$ cat config.mk
export PLATFORM = sky130hd
export DESIGN_NAME = spi_master_core
export DESIGN_NICKNAME = d
export VERILOG_FILES = /design/src/rtl/spi_mst_pkg.sv /design/src/rtl/spi_baud_gen.sv /design/src/rtl/spi_shift_engine.sv /design/src/rtl/spi_status_regs.sv /design/src/rtl/spi_master_core.sv
export SDC_FILE = /design/constraint.sdc
export NUM_CORES = 1
export LEC_CHECK = 0
export BUFFER_PORTS_ARGS = -buffer_cell sky130_fd_sc_hd__buf_2
export CORE_MARGIN = 8
export CORE_UTILIZATION = 50
export CTS_BUF_LIST = sky130_fd_sc_hd__clkbuf_2 sky130_fd_sc_hd__clkbuf_4 sky130_fd_sc_hd__clkbuf_8
export CTS_CLUSTER_SIZE = 20
export DETAILED_ROUTE_END_ITERATION = 12
export GPL_TIMING_DRIVEN = 0
export PLACE_DENSITY = 0.73
export SLEW_MARGIN = 20
export SYNTH_ARGS = -nofsm -noshare
export SYNTH_HDL_FRONTEND = slang
export SYNTH_HIERARCHICAL = 1
export SYNTH_SLANG_ARGS = --single-unit
$ cat constraint.sdc
create_clock -name clk -period 3.1 [get_ports clk]
set_input_delay 0.31 -clock clk [delete_from_list [all_inputs] [get_ports clk]]
set_output_delay 0.31 -clock clk [all_outputs]
set_load 0.005 [all_outputs]
$ cat src/rtl/spi_mst_pkg.sv
package spi_mst_pkg;

  typedef enum logic [1:0] {
    SRC_FAST,
    SRC_MID,
    SRC_SLOW,
    SRC_TMR
  } clk_src_e;

  localparam logic [3:0] SEL_FAST = 4'b0000;
  localparam logic [3:0] SEL_MID  = 4'b0001;
  localparam logic [3:0] SEL_TMR  = 4'b0011;

  localparam int unsigned BYTE_W   = 8;
  localparam int unsigned EDGES    = 2 * BYTE_W;
  localparam int unsigned PH_W     = $clog2(EDGES + 2);

  function automatic clk_src_e decode_src(input logic [3:0] sel);
    case (sel)
      SEL_FAST: decode_src = SRC_FAST;
      SEL_MID:  decode_src = SRC_MID;
      SEL_TMR:  decode_src = SRC_TMR;
      default:  decode_src = SRC_SLOW;
    endcase
  endfunction

endpackage

$ cat src/rtl/spi_baud_gen.sv
module spi_baud_gen
  import spi_mst_pkg::*;
#(
  parameter int unsigned DIV_FAST = 4,
  parameter int unsigned DIV_MID  = 16,
  parameter int unsigned DIV_SLOW = 64
) (
  input  logic       clk,
  input  logic       rst_n,
  input  logic       run,
  input  logic [3:0] sel,
  input  logic       tmr_match,
  output logic       tick
);

  localparam int unsigned CW = $clog2(DIV_SLOW / 2 + 1);
  localparam logic [CW-1:0] LAST_FAST = CW'(DIV_FAST / 2 - 1);
  localparam logic [CW-1:0] LAST_MID  = CW'(DIV_MID / 2 - 1);
  localparam logic [CW-1:0] LAST_SLOW = CW'(DIV_SLOW / 2 - 1);

  clk_src_e      src;
  logic [CW-1:0] last_cnt;
  logic [CW-1:0] cnt_q, cnt_n;

  always_comb begin
    src = decode_src(sel);
    case (src)
      SRC_FAST: last_cnt = LAST_FAST;
      SRC_MID:  last_cnt = LAST_MID;
      default:  last_cnt = LAST_SLOW;
    endcase
    if (src == SRC_TMR) begin
      tick  = run & tmr_match;
      cnt_n = '0;
    end else begin
      tick  = run & (cnt_q >= last_cnt);
      cnt_n = (!run || tick) ? '0 : cnt_q + CW'(1);
    end
  end

  always_ff @(posedge clk or negedge rst_n) begin
    if (!rst_n) cnt_q <= '0;
    else        cnt_q <= cnt_n;
  end

  p_tick_needs_run_r3: assert property (@(posedge clk) disable iff (!rst_n)
    tick |-> run);

  p_counter_bound_r3: assert property (@(posedge clk) disable iff (!rst_n)
    (src != SRC_TMR && run) |-> (cnt_q <= LAST_SLOW));

endmodule

$ cat src/rtl/spi_shift_engine.sv
module spi_shift_engine
  import spi_mst_pkg::*;
(
  input  logic              clk,
  input  logic              rst_n,
  input  logic              en,
  input  logic              start,
  input  logic [BYTE_W-1:0] tx_data,
  input  logic              tick,
  input  logic              cpol,
  input  logic              cke,
  input  logic              smp,
  input  logic              sdi,
  output logic              busy,
  output logic              sck,
  output logic              sdo,
  output logic              done,
  output logic [BYTE_W-1:0] rx_byte
);

  localparam logic [PH_W-1:0] PH_ONE   = PH_W'(1);
  localparam logic [PH_W-1:0] PH_THREE = PH_W'(3);
  localparam logic [PH_W-1:0] PH_EDGES = PH_W'(EDGES);
  localparam logic [PH_W-1:0] PH_EXTRA = PH_W'(EDGES + 1);

  logic              busy_q, busy_n;
  logic [PH_W-1:0]   ph_q, ph_n;
  logic [BYTE_W-1:0] sreg_q, sreg_n;
  logic              cap_q, cap_n;
  logic              sck_q, sck_n;

  logic [PH_W-1:0]   k;
  logic [PH_W-1:0]   last_k;
  logic              odd, past_first, at_last, samp, shft, lsb_in;

  // Half-bit boundary decode
  always_comb begin
    k          = ph_q + PH_ONE;
    odd        = k[0];
    past_first = (k >= PH_THREE);
    last_k     = (!cke && smp) ? PH_EXTRA : PH_EDGES;
    at_last    = (k == last_k);
    if (cke) samp = smp ? ~odd : odd;
    else     samp = smp ? (odd & past_first) : ~odd;
    shft       = ~at_last & (cke ? ~odd : (odd & past_first));
    lsb_in     = samp ? sdi : cap_q;
    rx_byte    = {sreg_q[BYTE_W-2:0], lsb_in};
    done       = en & busy_q & tick & at_last;
  end

  // Next state
  always_comb begin
    busy_n = busy_q;
    ph_n   = ph_q;
    sreg_n = sreg_q;
    cap_n  = cap_q;
    sck_n  = sck_q;
    if (!en) begin
      busy_n = 1'b0;
      ph_n   = '0;
      sreg_n = '0;
      cap_n  = 1'b0;
      sck_n  = cpol;
    end else if (start) begin
      busy_n = 1'b1;
      ph_n   = '0;
      sreg_n = tx_data;
      cap_n  = 1'b0;
      sck_n  = cpol;
    end else if (busy_q) begin
      if (tick) begin
        ph_n = k;
        if (samp) cap_n = sdi;
        if (shft) sreg_n = {sreg_q[BYTE_W-2:0], lsb_in};
        sck_n = (k <= PH_EDGES) ? (cpol ^ odd) : cpol;
        if (at_last) busy_n = 1'b0;
      end
    end else begin
      sck_n = cpol;
    end
  end

  always_ff @(posedge clk or negedge rst_n) begin
    if (!rst_n) begin
      busy_q <= 1'b0;
      ph_q   <= '0;
      sreg_q <= '0;
      cap_q  <= 1'b0;
      sck_q  <= 1'b0;
    end else begin
      busy_q <= busy_n;
      ph_q   <= ph_n;
      sreg_q <= sreg_n;
      cap_q  <= cap_n;
      sck_q  <= sck_n;
    end
  end

  assign busy = busy_q;
  assign sck  = sck_q;
  assign sdo  = busy_q & sreg_q[BYTE_W-1];

  p_start_sck_idle_r2: assert property (@(posedge clk) disable iff (!rst_n)
    start |=> (busy && sck == $past(cpol)));

  p_phase_bound_r5: assert property (@(posedge clk) disable iff (!rst_n)
    busy |-> (ph_q <= PH_EDGES));

  p_done_ends_r10: assert property (@(posedge clk) disable iff (!rst_n)
    done |=> !busy);

  p_disabled_idle_r12: assert property (@(posedge clk) disable iff (!rst_n)
    !en |=> (!busy && !sdo && sck == $past(cpol)));

endmodule

$ cat src/rtl/spi_status_regs.sv
module spi_status_regs
  import spi_mst_pkg::*;
(
  input  logic              clk,
  input  logic              rst_n,
  input  logic              en,
  input  logic              collide,
  input  logic              done,
  input  logic [BYTE_W-1:0] rx_byte,
  input  logic              rd_en,
  input  logic              irq_clr,
  output logic [BYTE_W-1:0] rd_data,
  output logic              buf_full,
  output logic              irq,
  output logic              wcol
);

  logic [BYTE_W-1:0] rbuf_q, rbuf_n;
  logic              bf_q, bf_n;
  logic              irq_q, irq_n;
  logic              wcol_q, wcol_n;

  always_comb begin
    rbuf_n = rbuf_q;
    bf_n   = bf_q;
    irq_n  = irq_q;
    wcol_n = wcol_q;
    if (!en) begin
      rbuf_n = '0;
      bf_n   = 1'b0;
      irq_n  = 1'b0;
      wcol_n = 1'b0;
    end else begin
      if (collide) wcol_n = 1'b1;
      if (done) begin
        rbuf_n = rx_byte;
        bf_n   = 1'b1;
        irq_n  = 1'b1;
      end else begin
        if (rd_en)   bf_n  = 1'b0;
        if (irq_clr) irq_n = 1'b0;
      end
    end
  end

  always_ff @(posedge clk or negedge rst_n) begin
    if (!rst_n) begin
      rbuf_q <= '0;
      bf_q   <= 1'b0;
      irq_q  <= 1'b0;
      wcol_q <= 1'b0;
    end else begin
      rbuf_q <= rbuf_n;
      bf_q   <= bf_n;
      irq_q  <= irq_n;
      wcol_q <= wcol_n;
    end
  end

  assign rd_data  = rbuf_q;
  assign buf_full = bf_q;
  assign irq      = irq_q;
  assign wcol     = wcol_q;

  p_collide_flags_r8: assert property (@(posedge clk) disable iff (!rst_n)
    (en && collide) |=> wcol);

  p_wcol_sticky_r9: assert property (@(posedge clk) disable iff (!rst_n)
    (en && wcol) |=> wcol);

  p_done_raises_r10: assert property (@(posedge clk) disable iff (!rst_n)
    (en && done) |=> (buf_full && irq));

  p_read_clears_r11: assert property (@(posedge clk) disable iff (!rst_n)
    (en && rd_en && !done) |=> !buf_full);

endmodule

$ cat src/rtl/spi_master_core.sv
module spi_master_core
  import spi_mst_pkg::*;
#(
  parameter int unsigned DIV_FAST = 4,
  parameter int unsigned DIV_MID  = 16,
  parameter int unsigned DIV_SLOW = 64
) (
  input  logic       clk,
  input  logic       rst_n,
  input  logic       en_i,
  input  logic [3:0] clk_sel_i,
  input  logic       cpol_i,
  input  logic       cke_i,
  input  logic       smp_i,
  input  logic       tmr_match_i,
  input  logic       wr_en_i,
  input  logic [7:0] wr_data_i,
  input  logic       rd_en_i,
  input  logic       irq_clr_i,
  output logic [7:0] rd_data_o,
  output logic       busy_o,
  output logic       buf_full_o,
  output logic       irq_o,
  output logic       wcol_o,
  output logic       sck_o,
  output logic       sdo_o,
  input  logic       sdi_i
);

  logic       busy, tick, done, start, collide;
  logic [7:0] rx_byte;

  assign start   = en_i & wr_en_i & ~busy;
  assign collide = en_i & wr_en_i & busy;

  spi_baud_gen #(
    .DIV_FAST (DIV_FAST),
    .DIV_MID  (DIV_MID),
    .DIV_SLOW (DIV_SLOW)
  ) u_baud (
    .clk       (clk),
    .rst_n     (rst_n),
    .run       (busy),
    .sel       (clk_sel_i),
    .tmr_match (tmr_match_i),
    .tick      (tick)
  );

  spi_shift_engine u_eng (
    .clk     (clk),
    .rst_n   (rst_n),
    .en      (en_i),
    .start   (start),
    .tx_data (wr_data_i),
    .tick    (tick),
    .cpol    (cpol_i),
    .cke     (cke_i),
    .smp     (smp_i),
    .sdi     (sdi_i),
    .busy    (busy),
    .sck     (sck_o),
    .sdo     (sdo_o),
    .done    (done),
    .rx_byte (rx_byte)
  );

  spi_status_regs u_stat (
    .clk      (clk),
    .rst_n    (rst_n),
    .en       (en_i),
    .collide  (collide),
    .done     (done),
    .rx_byte  (rx_byte),
    .rd_en    (rd_en_i),
    .irq_clr  (irq_clr_i),
    .rd_data  (rd_data_o),
    .buf_full (buf_full_o),
    .irq      (irq_o),
    .wcol     (wcol_o)
  );

  assign busy_o = busy;

endmodule

# ---- After elaboration in Yosys (flattened, before gate mapping)
# Index checks and enable logic that the tools add are counted.
dict set report op_classes {
  order_cmp 3
  n_reduce_logical 8
  eq_ne 13
  mux 44
  n_addsub 2
  n_bitwise 15
}
# operator n
set ops {}
lappend ops {{8-bit 2-to-1 mux} 7}
lappend ops {{1-bit 2-to-1 mux} 29}
lappend ops {{5-bit 2-to-1 mux} 4}
lappend ops {{3-bit by 1-bit != test with 1-bit output, second input constant} 5}
lappend ops {{6-bit 2-to-1 mux} 2}
lappend ops {{1-bit bitwise AND} 11}
lappend ops {{5-bit case mux with 2 select lines} 1}
lappend ops {{6-bit by 1-bit adder with 6-bit output, second input constant} 1}
lappend ops {{6-bit by 5-bit greater-or-equal comparator with 1-bit output} 1}
lappend ops {{2-bit case mux with 3 select lines} 1}
lappend ops {{5-bit by 1-bit adder with 5-bit output, second input constant} 1}
lappend ops {{5-bit equality test} 1}
lappend ops {{5-bit by 2-bit greater-or-equal comparator with 1-bit output, second input constant} 1}
lappend ops {{5-bit less-or-equal comparator, second input constant} 1}
lappend ops {{4-bit by 1-bit equality test with 1-bit output, second input constant} 1}
lappend ops {{4-bit by 2-bit equality test with 1-bit output, second input constant} 1}
lappend ops {{4-bit zero test} 1}
lappend ops {{2-bit by 1-bit != test with 1-bit output, second input constant} 2}
lappend ops {{4-bit by 3-bit != test with 1-bit output, second input constant} 1}
lappend ops {{1-bit inverter} 3}
lappend ops {{3-bit AND reduction} 1}
lappend ops {{2-bit by 1-bit equality test with 1-bit output, second input constant} 1}
lappend ops {{2-bit equality test, second input constant} 1}
lappend ops {{1-bit zero test} 2}
lappend ops {{other kinds (5)} 5}
dict set report word_totals {
  output_inout_bits 14
  ff_bits 33
}

# ---- Depth between registers and ports, before layout
dict set report depth {
  word_depth 11
  depth_mapped 11
}

# ---- Modules after synthesis
# Netlist, hierarchy kept.
# module instances seq_area_each_um2 area_per_inst_um2 cells_per_inst
set modules_own_cells {}
lappend modules_own_cells {spi_shift_engine 1 400.4 1073.5 118}
lappend modules_own_cells {spi_status_regs 1 275.3 456.7 34}
lappend modules_own_cells {spi_baud_gen 1 150.1 359.1 32}
lappend modules_own_cells {spi_master_core 1 0.0 16.3 2}

# ---- Least setup slack after synthesis
# OpenSTA, ideal clock, no wires.
dict set report synth_timing {
  kind {input port to flip-flop}
  start {input clk_sel_i[1]}
  end {register u_stat.rbuf_q[0], in the netlist u_stat/rd_data[0]}
  setup_slack_ps 670
  required_time_ps 2980
  arrival_ps 2309
  cell_stages 11
  setup_ps 120
  path_buffers 2
  path_cell_list {nor3_1 ha_1 a211oi_1 nand2_1 o221a_1 and2_1 clkbuf_1 and3_1 buf_6 mux2i_1 nor2b_1}
}
dict set report synth_between {
  elab_chain_len 10
}
# element line_no
set synth_lines {}
lappend synth_lines {{from (decl)} spi_master_core.sv:11} ;# input logic [3:0] clk_sel_i,
lappend synth_lines {{4-bit by 2-bit equality test with 1-bit output, or another cell as far along} spi_mst_pkg.sv:19} ;# case (sel)
lappend synth_lines {{2-bit case mux with 3 select lines (*)} spi_mst_pkg.sv:19}
lappend synth_lines {{2-bit by 1-bit equality test with 1-bit output / 2-bit zero test (equally long branches)} spi_baud_gen.sv:27} ;# case (src)
lappend synth_lines {{5-bit case mux with 2 select lines} spi_baud_gen.sv:27}
lappend synth_lines {{6-bit by 5-bit greater-or-equal comparator with 1-bit output} spi_baud_gen.sv:36} ;# tick = run & (cnt_q >= last_cnt);
lappend synth_lines {{1-bit bitwise AND} spi_baud_gen.sv:36}
lappend synth_lines {{1-bit 2-to-1 mux (*)} spi_baud_gen.sv:32} ;# if (src == SRC_TMR) begin
lappend synth_lines {{named net tick} spi_master_core.sv:30} ;# logic busy, tick, done, start, collide;
lappend synth_lines {{1-bit bitwise AND (*) (2 in a row)} spi_shift_engine.sv:48} ;# done = en & busy_q & tick & at_last;
lappend synth_lines {{named net done} spi_master_core.sv:30}
lappend synth_lines {{2-bit by 1-bit != test with 1-bit output (no source line) (*)} n/a}
lappend synth_lines {{to (signal assigned)} spi_status_regs.sv:53} ;# rbuf_q <= rbuf_n;
lappend synth_lines {{to (decl)} spi_status_regs.sv:18} ;# logic [BYTE_W-1:0] rbuf_q, rbuf_n;
# Mark *: on every way through the listed nets, which the timed path passes. The rest lies on a longest branch.
# A chain may end at the register's enable or synchronous reset.

# ---- Worst setup path after layout
dict set report layout_timing {
  start {register u_baud.cnt_q[4]}
  end {register u_stat.rbuf_q[6], in the netlist u_stat/rd_data[6]}
}
dict set report layout_between {
  elab_chain_len 6
}
# element line_no
set layout_lines {}
lappend layout_lines {{from (decl)} spi_baud_gen.sv:23} ;# logic [CW-1:0] cnt_q, cnt_n;
lappend layout_lines {{from (signal assigned)} spi_baud_gen.sv:43} ;# else cnt_q <= cnt_n;
lappend layout_lines {{6-bit by 5-bit greater-or-equal comparator with 1-bit output} spi_baud_gen.sv:36}
lappend layout_lines {{1-bit bitwise AND} spi_baud_gen.sv:36}
lappend layout_lines {{1-bit 2-to-1 mux} spi_baud_gen.sv:32}
lappend layout_lines {{named net tick} spi_master_core.sv:30}
lappend layout_lines {{1-bit bitwise AND (2 in a row)} spi_shift_engine.sv:48}
lappend layout_lines {{named net done} spi_master_core.sv:30}
lappend layout_lines {{2-bit by 1-bit != test with 1-bit output (no source line)} n/a}
# The timed path passes the listed nets, and every way through them passes these cells.

==> flow_summary.ini <==
[power_and_ir_drop]
p_int_mw = 0.635
p_clk_frac = 0.373
swShare = 0.256
seqPwrFrac = 0.528
peakVddDrop_mv = 0.300
p_comb_frac = 0.099
power_per_cell_area_nw_per_um2 = 383
p_sw_mw = 0.219
leakage_nw = 1.02

[routing]
first_pass_iters = 4
drt-initial-drc-count = 52
postRouteWirelength_um = 3870
routed_via_density = 5.35
ant_nets = 0
route.detailed.drc = 0
num_vias = 1487
routedWlPerCell_um = 13.9

[logic_synthesis]
synth.top_cell.area_share = 0.433
yosys.area.top_type = dfrtp_1
syn_area_um2 = 1910
avgSynthCellArea_um2 = 10.2
ys_ff_latch = 33
syn_nets = 214
netlist-cell-type-count = 50
synth.area.top_cells = dfrtp_1 (43%), mux2i_1 (7.9%), nor2b_1 (4.3%), ha_1 (3.3%), buf_4 (3.2%)
yosys_warnings = 6
syn-instance-count = 186
yosysSeqAreaShare = 0.433

[setup_path]
startpoint_type = flip-flop
crit_type = flip-flop to flip-flop
r2r_cells = 10
cp.arrival_ps = 2870
crit_required_ps = 3280
path_max_fanout = 10
r2r_setup_slack_ps = 410
end_kind = flip-flop

[run_status]
status = finished clean

[sta]
fmax_ghz = 0.372
fin_crit_ps = 2690
hold-worst-slack_ps = 72.0
worst_pin_slew_ps = 724
maxSlewHeadroom = 0.518
finalCritPeriodShare = 0.866
fin_skew_ps = 5.27
final_max_slew_viol_count = 0
hold_viol_final = 0
rsz0062_at_grt = false
fin_tns_setup_ps = 0
setup_violations = 0

[finish]
fin_nets = 257
area_growth_pct = 17.1
design_area_um2 = 2230
final_cell_mix = buf_2 (37), dfrtp_1 (33), mux2i_1 (15), nor2b_1 (13), a21oi_1 (11)
layout-drive-gt1-share = 0.291
fill_cells = 308
layout_commonest_cell = buf_2
antenna_cells = 0

[clocking]
clkLatencyLatePin_ps = 290
clk_pin_slew_ps = 70
ctsHoldBuffers = 0
cts_setup_buffers = 0
cts_resized = 0
htreeDepth = 2
clockRootBuffer = clkbuf_8
clockBufferDepth = 2
cts_tree = yes
cts.sinks = 33
cts_buffers = 5

[placed_design]
port_buffers = 36
place_congestion = 0.780
dpl_cell_area_um2 = 2150
dpl.hpwl_um = 2930

[global_route]
grt_pass1_wl_um = 6810
grt-ovfl-total = 0
grt_pass1_vias = 1512
grt_max_degree = 34
grt.total_usage = 0.137
antenna_found_initial = 0

[flow_run]
drv_cap = 0

[floorplan]
rows = 22
initial_core_util = 0.521
dieArea_um2 = 6040
coreArea_um2 = 3660
die_w_um = 77.7
io_pins = 37
die_h_um = 77.7

[hold_path]
min_path_type = input port to asynchronous set/reset pin
-- path summary, 6_finish.rpt --
check	from	to
hold / removal	rst_n	u_eng/sreg_q[4]
max in group asynchronous	rst_n	u_baud/cnt_q[0]
setup / recovery	u_baud/cnt_q[4]	u_stat/rd_data[6]
hold reg to reg	u_stat/wcol	u_stat/wcol
setup reg to reg	u_baud/cnt_q[4]	u_stat/rd_data[6]
min in group clk	wr_data_i[0]	u_eng/sreg_q[0]
-- through the flow --
step	instances	setup WS, ps	utilization	total power, mW
global route	278	217	0.610	0.896
finish	278	414	0.610	0.854
CTS	278	402	0.610	0.870
detailed placement	270	256	0.586	0.545
floorplan	186	670	-	0.505
global placement	270	270	0.586	0.543
-- power by group through the flow --
stage | Sequential [mW] | Clock (mW) | Combinational, mW
4_1_cts | 0.451 | 0.333 | 0.0865
3_3_place_gp | 0.459 | 0 | 0.0846
5_1_grt | 0.452 | 0.346 | 0.0973
2_1_floorplan | 0.456 | 0 | 0.0482
6_report | 0.451 | 0.319 | 0.0849
3_5_place_dp | 0.459 | 0 | 0.0861
-- layer usage --
metal	vias to the layer above	wire length [um]	track usage
met5	-	0	0
met4	0	44	0.0585
met3	4	188	0.0507
met2	30	1800	0.216
met1	712	1840	0.163
li1	741	-	-
-- registers in the layout (all words and copies together), names as in the netlist --
name,cells
u_baud/cnt_q,6
u_eng/busy,1
u_eng/cap_q,1
u_eng/ph_q,5
u_eng/sck,1
u_eng/sreg_q,8
u_stat/buf_full,1
u_stat/irq,1
u_stat/rd_data,8
u_stat/wcol,1
-- synth_stat cells (all sizes together) --
cell type,count
a21boi,2
nand3b,1
o21ai,10
inv,4
nor4b,1
nand2b,1
or3,2
a311oi,1
nor2,7
clkbuf,4
o211ai,1
or4bb,1
nor2b,13
nand4,2
o221a,1
o22ai,1
o311ai,1
nand3,5
dfrtp,33
buf,11
a31oi,2
xor2,6
o21a,4
nand2,10
ha,5
xnor2,4
a211oi,6
nor3b,2
o32ai,1
and3,2
a21oi,12
or4,1
mux2i,15
and3b,1
nor3,6
nand4b,1
mux2,1
or2,1
and2,4
-- cell families (layout without fill, tap and decap cells) --
kind of cell / after synthesis / after routing / share of synthesized area
and+or+nand+nor: 61 / 61 / 0.189
DFF: 33 / 33 / 0.433
AOI/OAI and AO/OA: 42 / 42 / 0.152
buffers and inverters: 19 / 63 / 0.0624
muxes: 16 / 16 / 0.0847
adders and majority gates: 5 / 5 / 0.0328
xor gates and xnor gates: 10 / 10 / 0.0460
-- cell type report --
cell class	instances	area, um^2	share of cell area
sequential	33	826	0.370
inverter	4	15.0	0.00673
clock inverter	3	17.5	0.00785
multi-input combinational	134	961	0.430
tap	48	60.1	0.0269
clock buffer	5	68.8	0.0308
buffer	15	104	0.0465
timing repair buffer	36	180	0.0807
-- critical path, cell delays in order, from the launching register on --
cell and delay [ps]:
dfrtp_1 420, ha_1 310, o311ai_1 150, a21oi_4 240, o221a_1 330, and2_1 150
clkbuf_1 290, and3_1 240, buf_6 170, mux2i_1 210, nor2b_1 70
Note: power is estimated with default switching activity, not from simulation.
